### config.mk
export PLATFORM = sky130hd
export DESIGN_NAME = errlog_unit
export DESIGN_NICKNAME = d
export VERILOG_FILES = /design/src/rtl/errlog_pkg.sv /design/src/rtl/errlog_status.sv /design/src/rtl/errlog_record.sv /design/src/rtl/errlog_unit.sv
export SDC_FILE = /design/constraint.sdc
export NUM_CORES = 1
export LEC_CHECK = 0
export BUFFER_PORTS_ARGS = -buffer_cell sky130_fd_sc_hd__buf_2
export CAP_MARGIN = 40
export CORE_MARGIN = 4
export CORE_UTILIZATION = 35
export DETAILED_ROUTE_END_ITERATION = 10
export SLEW_MARGIN = 0
export SYNTH_ARGS = -nofsm -noshare
export SYNTH_HDL_FRONTEND = slang
export SYNTH_HIERARCHICAL = 1
export SYNTH_SLANG_ARGS = --single-unit
### constraint.sdc
create_clock -name clk -period 5.25 [get_ports clk]
set_clock_uncertainty 0.2 [all_clocks]
set_input_delay 0.7875 -clock clk [delete_from_list [all_inputs] [get_ports clk]]
set_output_delay 0.7875 -clock clk [all_outputs]
set_load 0.005 [all_outputs]
### src/rtl/errlog_pkg.sv
package errlog_pkg;
  localparam int NUM_ERR  = 11;
  localparam int CLK_IDX  = 10;            // global clock drop, not logged
  localparam int LOG_ERR  = NUM_ERR - 1;   // types that use the log
  localparam int CMD_W    = 7;
  localparam int SUP_W    = 11;
  localparam int SRC_W    = 11;
  localparam int ADR_W    = 38;
  localparam int DAT_W    = 64;
  localparam int TYP_W    = 4;
  localparam int SEL_W    = 3;

  typedef enum logic [SEL_W-1:0] {
    SEL_STATUS = 3'd0,
    SEL_CLEAR  = 3'd1,
    SEL_HDR    = 3'd2,
    SEL_ADDR   = 3'd3,
    SEL_DATA   = 3'd4
  } reg_sel_e;

  localparam int HDR_OVR_BIT = 40;
  localparam int HDR_VAL_BIT = 44;

  // lowest set index among logged strobes
  function automatic logic [TYP_W-1:0] first_err(input logic [LOG_ERR-1:0] v);
    logic [TYP_W-1:0] idx;
    idx = '0;
    for (int i = LOG_ERR - 1; i >= 0; i--)
      if (v[i]) idx = TYP_W'(i);
    return idx;
  endfunction

  function automatic logic [DAT_W-1:0] pack_hdr(
      input logic [CMD_W-1:0] cmd, input logic [SUP_W-1:0] sup,
      input logic [SRC_W-1:0] src, input logic [TYP_W-1:0] typ,
      input logic ovr, input logic val);
    logic [DAT_W-1:0] w;
    w = '0;
    w[CMD_W-1:0]   = cmd;
    w[8 +: SUP_W]  = sup;
    w[20 +: SRC_W] = src;
    w[32 +: TYP_W] = typ;
    w[HDR_OVR_BIT] = ovr;
    w[HDR_VAL_BIT] = val;
    return w;
  endfunction
endpackage

### src/rtl/errlog_status.sv
module errlog_status
  import errlog_pkg::*;
(
  input  logic               clk,
  input  logic               rst_n,
  input  logic [NUM_ERR-1:0] strobe,
  input  logic               set_we,
  input  logic               clr_we,
  input  logic [NUM_ERR-1:0] wbits,
  output logic [NUM_ERR-1:0] status
);
  logic [NUM_ERR-1:0] clr_mask, set_mask;

  assign clr_mask = clr_we ? wbits : '0;
  assign set_mask = set_we ? wbits : '0;

  // no reset: contents survive reset by design
  always_ff @(posedge clk)
    status <= (status & ~clr_mask) | set_mask | strobe;


  sticky_set_chk: assert property (@(posedge clk) disable iff (!rst_n)
    (|strobe) |=> ((status & $past(strobe)) == $past(strobe)));


  mask_clear_chk: assert property (@(posedge clk) disable iff (!rst_n)
    (clr_we && !set_we && ((strobe & wbits) == '0))
      |=> ((status & $past(wbits)) == '0));
endmodule

### src/rtl/errlog_record.sv
module errlog_record
  import errlog_pkg::*;
(
  input  logic               clk,
  input  logic               rst_n,
  input  logic [LOG_ERR-1:0] strobe,
  input  logic [CMD_W-1:0]   cmd,
  input  logic [SUP_W-1:0]   sup,
  input  logic [SRC_W-1:0]   src,
  input  logic [ADR_W-1:0]   adr,
  input  logic [DAT_W-1:0]   dat,
  input  logic               has_dat,
  input  logic               sw_we,
  input  logic               sw_val,
  input  logic               sw_ovr,
  output logic               valid,
  output logic               ovr,
  output logic [TYP_W-1:0]   typ,
  output logic [CMD_W-1:0]   cmd_q,
  output logic [SUP_W-1:0]   sup_q,
  output logic [SRC_W-1:0]   src_q,
  output logic [ADR_W-1:0]   adr_q,
  output logic [DAT_W-1:0]   dat_q
);
  logic hit, capture, overrun_ev;

  assign hit        = |strobe;
  assign capture    = hit && !valid;
  assign overrun_ev = hit && valid;

  always_ff @(posedge clk) begin
    if (!rst_n) begin
      valid <= 1'b0;
      ovr   <= 1'b0;
      typ   <= '0;
      cmd_q <= '0;
      sup_q <= '0;
      src_q <= '0;
      adr_q <= '0;
      dat_q <= '0;
    end else if (capture) begin
      valid <= 1'b1;
      ovr   <= 1'b0;
      typ   <= first_err(strobe);
      cmd_q <= cmd;
      sup_q <= sup;
      src_q <= src;
      adr_q <= adr;
      if (has_dat) dat_q <= dat;
    end else if (overrun_ev) begin
      ovr <= 1'b1;
    end else if (sw_we) begin
      valid <= sw_val;
      ovr   <= sw_ovr;
    end
  end


  first_capture_chk: assert property (@(posedge clk) disable iff (!rst_n)
    capture |=> (valid && !ovr && typ == first_err($past(strobe))
                 && cmd_q == $past(cmd) && adr_q == $past(adr)));


  overrun_hold_chk: assert property (@(posedge clk) disable iff (!rst_n)
    overrun_ev |=> (ovr && valid && $stable(typ) && $stable(cmd_q)
                    && $stable(adr_q) && $stable(dat_q)));


  data_hold_chk: assert property (@(posedge clk) disable iff (!rst_n)
    !(capture && has_dat) |=> $stable(dat_q));
endmodule

### src/rtl/errlog_unit.sv
module errlog_unit
  import errlog_pkg::*;
(
  input  logic               clk,
  input  logic               rst_n,
  input  logic [NUM_ERR-1:0] err_strobe,
  input  logic [CMD_W-1:0]   pkt_cmd,
  input  logic [SUP_W-1:0]   pkt_suppl,
  input  logic [SRC_W-1:0]   pkt_src,
  input  logic [ADR_W-1:0]   pkt_addr,
  input  logic [DAT_W-1:0]   pkt_data,
  input  logic               pkt_has_data,
  input  logic               reg_wr,
  input  logic [SEL_W-1:0]   reg_addr,
  input  logic [DAT_W-1:0]   reg_wdata,
  output logic [DAT_W-1:0]   reg_rdata,
  output logic               irq
);
  logic [NUM_ERR-1:0] status;
  logic               set_we, clr_we, hdr_we;
  logic               log_valid, log_ovr;
  logic [TYP_W-1:0]   log_typ;
  logic [CMD_W-1:0]   log_cmd;
  logic [SUP_W-1:0]   log_sup;
  logic [SRC_W-1:0]   log_src;
  logic [ADR_W-1:0]   log_adr;
  logic [DAT_W-1:0]   log_dat;
  logic [DAT_W-1:0]   hdr_word;
  logic               clk_drop_only;

  assign set_we = reg_wr && (reg_addr == SEL_STATUS);
  assign clr_we = reg_wr && (reg_addr == SEL_CLEAR);
  assign hdr_we = reg_wr && (reg_addr == SEL_HDR);
  assign clk_drop_only = (err_strobe == (NUM_ERR'(1) << CLK_IDX));

  errlog_status u_status (
    .clk    (clk),
    .rst_n  (rst_n),
    .strobe (err_strobe),
    .set_we (set_we),
    .clr_we (clr_we),
    .wbits  (reg_wdata[NUM_ERR-1:0]),
    .status (status)
  );

  errlog_record u_record (
    .clk     (clk),
    .rst_n   (rst_n),
    .strobe  (err_strobe[LOG_ERR-1:0]),
    .cmd     (pkt_cmd),
    .sup     (pkt_suppl),
    .src     (pkt_src),
    .adr     (pkt_addr),
    .dat     (pkt_data),
    .has_dat (pkt_has_data),
    .sw_we   (hdr_we),
    .sw_val  (reg_wdata[HDR_VAL_BIT]),
    .sw_ovr  (reg_wdata[HDR_OVR_BIT]),
    .valid   (log_valid),
    .ovr     (log_ovr),
    .typ     (log_typ),
    .cmd_q   (log_cmd),
    .sup_q   (log_sup),
    .src_q   (log_src),
    .adr_q   (log_adr),
    .dat_q   (log_dat)
  );

  assign hdr_word = pack_hdr(log_cmd, log_sup, log_src, log_typ, log_ovr, log_valid);
  assign irq      = |status;

  always_comb begin
    reg_rdata = '0;
    case (reg_addr)
      SEL_STATUS: reg_rdata[NUM_ERR-1:0] = status;
      SEL_HDR:    reg_rdata = hdr_word;
      SEL_ADDR:   reg_rdata[ADR_W-1:0] = log_adr;
      SEL_DATA:   reg_rdata = log_dat;
      default:    reg_rdata = '0;
    endcase
  end


  irq_raise_chk: assert property (@(posedge clk) disable iff (!rst_n)
    (|err_strobe) |=> irq);


  clk_drop_bypass_chk: assert property (@(posedge clk) disable iff (!rst_n)
    (clk_drop_only && !hdr_we) |=> ($stable(hdr_word) && $stable(log_adr) && irq));
endmodule

; Yosys cells after proc, flatten, opt, wreduce, memory -nomap -nowiden
; Cells that the tools add are included.
; Widths: inputs -> output; s select.
[totals]
output_inout_bits = 65
register_bits = 148
word_cells = 53
[op_classes]
bitwise_logic = 5
reduce_logical = 14
eq_ne = 5
n_mux = 20
[ops]
columns = operator, count
row1 = $pmux 27 s3, 1
row2 = $pmux 26 s2, 1
row3 = $pmux 11 s4, 1
row4 = $mux 4, 10
row5 = $mux 11, 2
row6 = $or 11x11->11, 2
row7 = $and 11x11->11, 1
row8 = $not 11->11, 1
row9 = $reduce_or 11->1, 1
row10 = $reduce_or 10->1, 1
row11 = $eq 3x2->1 const B, 2
row12 = $logic_and 1x1->1, 5
row13 = $mux 1, 5
row14 = $reduce_and 2->1, 2
row15 = $reduce_bool 2->1, 2
row16 = $eq 3x1->1 const B, 1
row17 = $eq 3x3->1 const B, 1
row18 = $logic_not 3->1, 1
row19 = $ne 2x1->1 const B, 1
row20 = $reduce_or 2->1, 1
row21 = $logic_not 1->1, 1
row22 = $not 1->1, 1

; Logic depth before layout (Yosys ltp)
[logic_depth]
depth_word = 10
depth_mapped = 8

; Cells and area by module
; The synthesis kept the hierarchy.
[by_module_without_submodules]
columns = mod, area_each_um2, seq_area_each_um2, instances, cells_each
row1 = errlog_record, 5235.0, 2742.6, 1, 629
row2 = errlog_unit, 1312.5, 0.0, 1, 158
row3 = errlog_status, 387.9, 220.2, 1, 35

; Worst setup path after synthesis
; OpenSTA, ideal clock, no wires.
[synth_path]
kind = input -> output
start = input port reg_addr[0]
end = output port reg_rdata[7]
t_arrival_ps = 1499
path_slack_ps = 2763
n_path_buf = 2
stages = 4
path_cell_list = buf_4 > buf_8 > and4b_1 > a211o_1
[synth_between]
elab_chain_len = 2
elab_cells_between_ends = 5
[synth_lines]
columns = item, line
row1 = start: declaration, errlog_unit.sv:14  ; input logic [SEL_W-1:0] reg_addr,
row2 = $eq 3x3->1 (tied with other cells), errlog_unit.sv:74  ; case (reg_addr)
row3 = $pmux 11 s4 (*), errlog_unit.sv:74
row4 = end: declaration, errlog_unit.sv:16  ; output logic [DAT_W-1:0] reg_rdata,
; Every way passes the cells marked *; elsewhere a longest branch is shown, timed or not.

; Final worst setup path
[layout_path]
start = input port reg_addr[0]
end = output port reg_rdata[13]
[layout_between]
elab_chain_len = 2
elab_cells_between_ends = 4
[layout_lines]
columns = item, line
row1 = $eq 3x3->1 / $eq 3x2->1 (equally long branches), errlog_unit.sv:74
row2 = $pmux 27 s3 (*), errlog_unit.sv:74
; Marked as above.

==> out/results.ini <==
[route]
initialDrtViolationCount = 332
via_cell_ratio = 5.00
drc = 0
final_antenna_net_count = 0
drt-pass1-iter-count = 5
route.detailed.wl_per_inst_um = 16.3
totalWireLength_um = 20800
num_vias = 6368

[clock_network]
worst_setup_hold_path_clk_slew_ps = 60
cts_num_sinks = 148
tritoncts = done
post_cts_resize_count = 0
cts.path.max_buffers = 2
cts_htree_levels = 4
clk-insertion-delay-late_ps = 410
cts_setup_buffers = 0
clock-root-buffer = sky130_fd_sc_hd__clkbuf_16
post_cts_hold_buffer_count = 0
cts_buffers = 17

[sta]
final.period_utilization_pct = 66.2
period_needed_ps = 3480
totalNegativeSetupSlack_ps = 0
timing_max_transition_violations_final = 0
slew-limit-headroom_pct = 42.5
rsz_0062_raised_after_global_routing = false
finalHoldViolations = 0
finalSetupViolCount = 0
tightestPinTransition_ps = 863
layout_setup_ws_ps = 1770
maxClockFrequency_ghz = 0.288

[yosys]
postSynthNetCount = 1035
dominantRegCellSynth = sky130_fd_sc_hd__dfxtp_1
synthArstFlopShare_pct = 0
synthesis.instances = 822
yosys-top-cells-area = sky130_fd_sc_hd__dfxtp_1 43%, sky130_fd_sc_hd__nand3_1 14%, sky130_fd_sc_hd__nand2_1 7.8%
synth.yosys.warnings = 6
synth_sequential_area_ratio_pct = 42.7
yosys.area.top_type_share_pct = 42.7
post_synthesis_cell_type_with_the_largest_combined_area = sky130_fd_sc_hd__dfxtp_1
synth.lib_cells_used.distinct = 50
syn_avg_cell_area_um2 = 8.44
synth-edff-count = 0
synth-seq-cells = 148
post_synth_instance_area_um2 = 6940

[cells_and_area]
layout_overhead_on_the_synthesized_area_pct = 22.8
finalNetCount = 1209
antenna_cells = 0
layout-drive-gt1-share_pct = 27.4
finish.utilization_pct = 43.8

[critical_path]
startpoint_type = input port
crit_arrival_ps = 2490
required_worst_endpoint_ps = 4260
crit-reg2reg-capture = u_record/dat_q[12]
critical_path.max_fanout = 30
worstReg2RegStart = u_record/valid
critical_path.cell_chain = buf_2 > buf_4 > mux2i_1 > o2bb2ai_1 > buf_2
setup.worst_path.class = input port to output pin
worstSetupEndpointType = output pin
timing.reg2reg.setup_slack_ps = 2960
crit_path_max_incr_delay_ps = 560
worst-path-buf-inv = 3
timing.critical_path.max_delay_family = buffers and inverters
r2r.worst_path.cells = 5
worst_path_most_repeated_cell = sky130_fd_sc_hd__buf_2
crit_slowest_cell = sky130_fd_sc_hd__buf_2

[place]
portBuffers = 226
place.gp.congestion = 0.838
pre_cts_slack_ps = 1770
detailed_place_hpwl_um = 14500

[die]
initial_utilization_pct = 35.6
die_outline_area_um2 = 22100
placementRows = 51
ios = 278
placeableCoreArea_um2 = 19500
floorplan.die.height_um = 149
chipWidth_um = 149

[worst_hold_path]
worst_hold_depth = 2
endpoint_worst_hold = u_record/dat_q[53]
timing.hold.worst.start = u_record/dat_q[53]
worstHoldPathType = register to register

[global_routing]
grt.overflow.total = 0
pin_count_of_the_biggest_net_entering_global_routing = 139
first_global_vias = 6051
antenna_found_initial = 0
grt_first_pass_wirelength_um = 32300
globalRouteTotalUtil_pct = 18.4

[job]
cap_violations = 0

[pwr]
power-per-cell-area_nw_per_um2 = 316
vdd.ir_drop.worst_mv = 0.210
leakage_nw = 3.85

[outcome]
run_status = finished clean

[placed cells by master (no fill, tap or decap), types with 3 or more instances in the layout]
cell type and count:
sky130_fd_sc_hd__a21oi_1 3, sky130_fd_sc_hd__a221o_1 11, sky130_fd_sc_hd__a32o_1 3, sky130_fd_sc_hd__and2_1 24, sky130_fd_sc_hd__buf_2 225, sky130_fd_sc_hd__buf_4 10, sky130_fd_sc_hd__clkbuf_1 4, sky130_fd_sc_hd__clkbuf_16 17
sky130_fd_sc_hd__clkbuf_8 3, sky130_fd_sc_hd__clkinvlp_4 3, sky130_fd_sc_hd__dfxtp_1 148, sky130_fd_sc_hd__mux2i_1 35, sky130_fd_sc_hd__nand2_1 144, sky130_fd_sc_hd__nand3_1 197, sky130_fd_sc_hd__nand3b_1 4, sky130_fd_sc_hd__nand4b_1 10
sky130_fd_sc_hd__nand4bb_1 9, sky130_fd_sc_hd__nor2_1 7, sky130_fd_sc_hd__nor3_1 4, sky130_fd_sc_hd__nor4_1 4, sky130_fd_sc_hd__o211ai_1 11, sky130_fd_sc_hd__o21ai_0 71, sky130_fd_sc_hd__o2bb2ai_1 23
[cells in the mapped netlist, types with 2 or more instances]
cell type / instances
sky130_fd_sc_hd__a211o_1: 2
sky130_fd_sc_hd__a21boi_0: 2
sky130_fd_sc_hd__a21oi_1: 3
sky130_fd_sc_hd__a221o_1: 11
sky130_fd_sc_hd__a31o_2: 2
sky130_fd_sc_hd__a32o_1: 3
sky130_fd_sc_hd__and2_1: 24
sky130_fd_sc_hd__buf_2: 20
sky130_fd_sc_hd__buf_4: 7
sky130_fd_sc_hd__buf_6: 14
sky130_fd_sc_hd__buf_8: 3
sky130_fd_sc_hd__clkbuf_1: 26
sky130_fd_sc_hd__clkbuf_4: 5
sky130_fd_sc_hd__clkbuf_8: 7
sky130_fd_sc_hd__dfxtp_1: 148
sky130_fd_sc_hd__inv_1: 2
sky130_fd_sc_hd__mux2i_1: 35
sky130_fd_sc_hd__nand2_1: 144
sky130_fd_sc_hd__nand3_1: 197
sky130_fd_sc_hd__nand3b_1: 4
sky130_fd_sc_hd__nand4b_1: 10
sky130_fd_sc_hd__nand4bb_1: 9
sky130_fd_sc_hd__nor2_1: 7
sky130_fd_sc_hd__nor3_1: 4
sky130_fd_sc_hd__nor3b_1: 2
sky130_fd_sc_hd__nor3b_2: 2
sky130_fd_sc_hd__nor4_1: 4
sky130_fd_sc_hd__o211ai_1: 11
sky130_fd_sc_hd__o21ai_0: 71
sky130_fd_sc_hd__o2bb2ai_1: 23
[worst max-delay path by stage]
| stage | start | to | depth (start not counted) |
|---|---|---|---|
| 2_1_floorplan | reg_addr[0] | reg_rdata[7] | 4 |
| 3_3_place_gp | reg_addr[2] | reg_rdata[35] | 4 |
| 3_5_place_dp | reg_addr[0] | reg_rdata[30] | 5 |
| 4_1_cts | reg_addr[0] | reg_rdata[30] | 5 |
| 5_1_grt | reg_addr[0] | reg_rdata[30] | 5 |
| 6_report | reg_addr[0] | reg_rdata[13] | 5 |
[power by group]
part	internal (mW)	switching (mW)	total, mW
Combinational	0.120	0.167	0.288
Sequential	1.18	0.0316	1.21
Clock	0.723	0.467	1.19
Total	2.03	0.666	2.69
[cell families (layout without fill, tap and decap cells)]
family | Yosys count | count (layout) | synth area share [%]
buffers and inverters | 86 | 272 | 8.75
and+or+nand+nor | 421 | 421 | 30.6
muxes | 35 | 35 | 5.05
DFF | 148 | 148 | 42.7
AOI/OAI and AO/OA | 132 | 132 | 12.9
[layout make-up]
type / count / area (um2)
flip-flops and latches: 148 / 2960
repair buffers: 239 / 1260
inverters: 2 / 7.51
multi-input cells: 588 / 3380
clock buffers: 23 / 468
fillers: 2038 / 10900
well taps: 265 / 332
clock inverters: 8 / 101
[through the flow]
step	power [mW]	hold WS, ps	instances	instance area [um2]
3_5_place_dp	1.53	236	1242	7950
6_report	2.69	242	1273	8520
2_1_floorplan	1.42	224	822	6940
4_1_cts	2.73	245	1273	8520
5_1_grt	2.81	264	1273	8520
3_3_place_gp	1.52	232	1240	7920
[registers in the layout, indices dropped and copies added, names as in the netlist]
register	count
u_record/typ	4
u_record/sup_q	11
u_record/ovr	1
u_record/dat_q	64
u_record/cmd_q	7
u_record/src_q	11
u_record/adr_q	38
u_status/status	11
u_record/valid	1
[tightest hold or removal path, cell delays in order, from the launching register on]
cell and delay [ps]:
sky130_fd_sc_hd__dfxtp_1 300, sky130_fd_sc_hd__nand3_1 60, sky130_fd_sc_hd__nand2_1 40
[layer usage]
| metal | GRT usage, % | vias up | part of all wire (%) |
|---|---|---|---|
| met5 | 0 | - | 0 |
| met1 | 24.8 | 2902 | 45 |
| met4 | 5.45 | 0 | 1.4 |
| li1 | - | 3264 | - |
| met2 | 29.3 | 185 | 47 |
| met3 | 4.68 | 17 | 7.1 |
No activity file was read; power rests on OpenSTA's default activity.
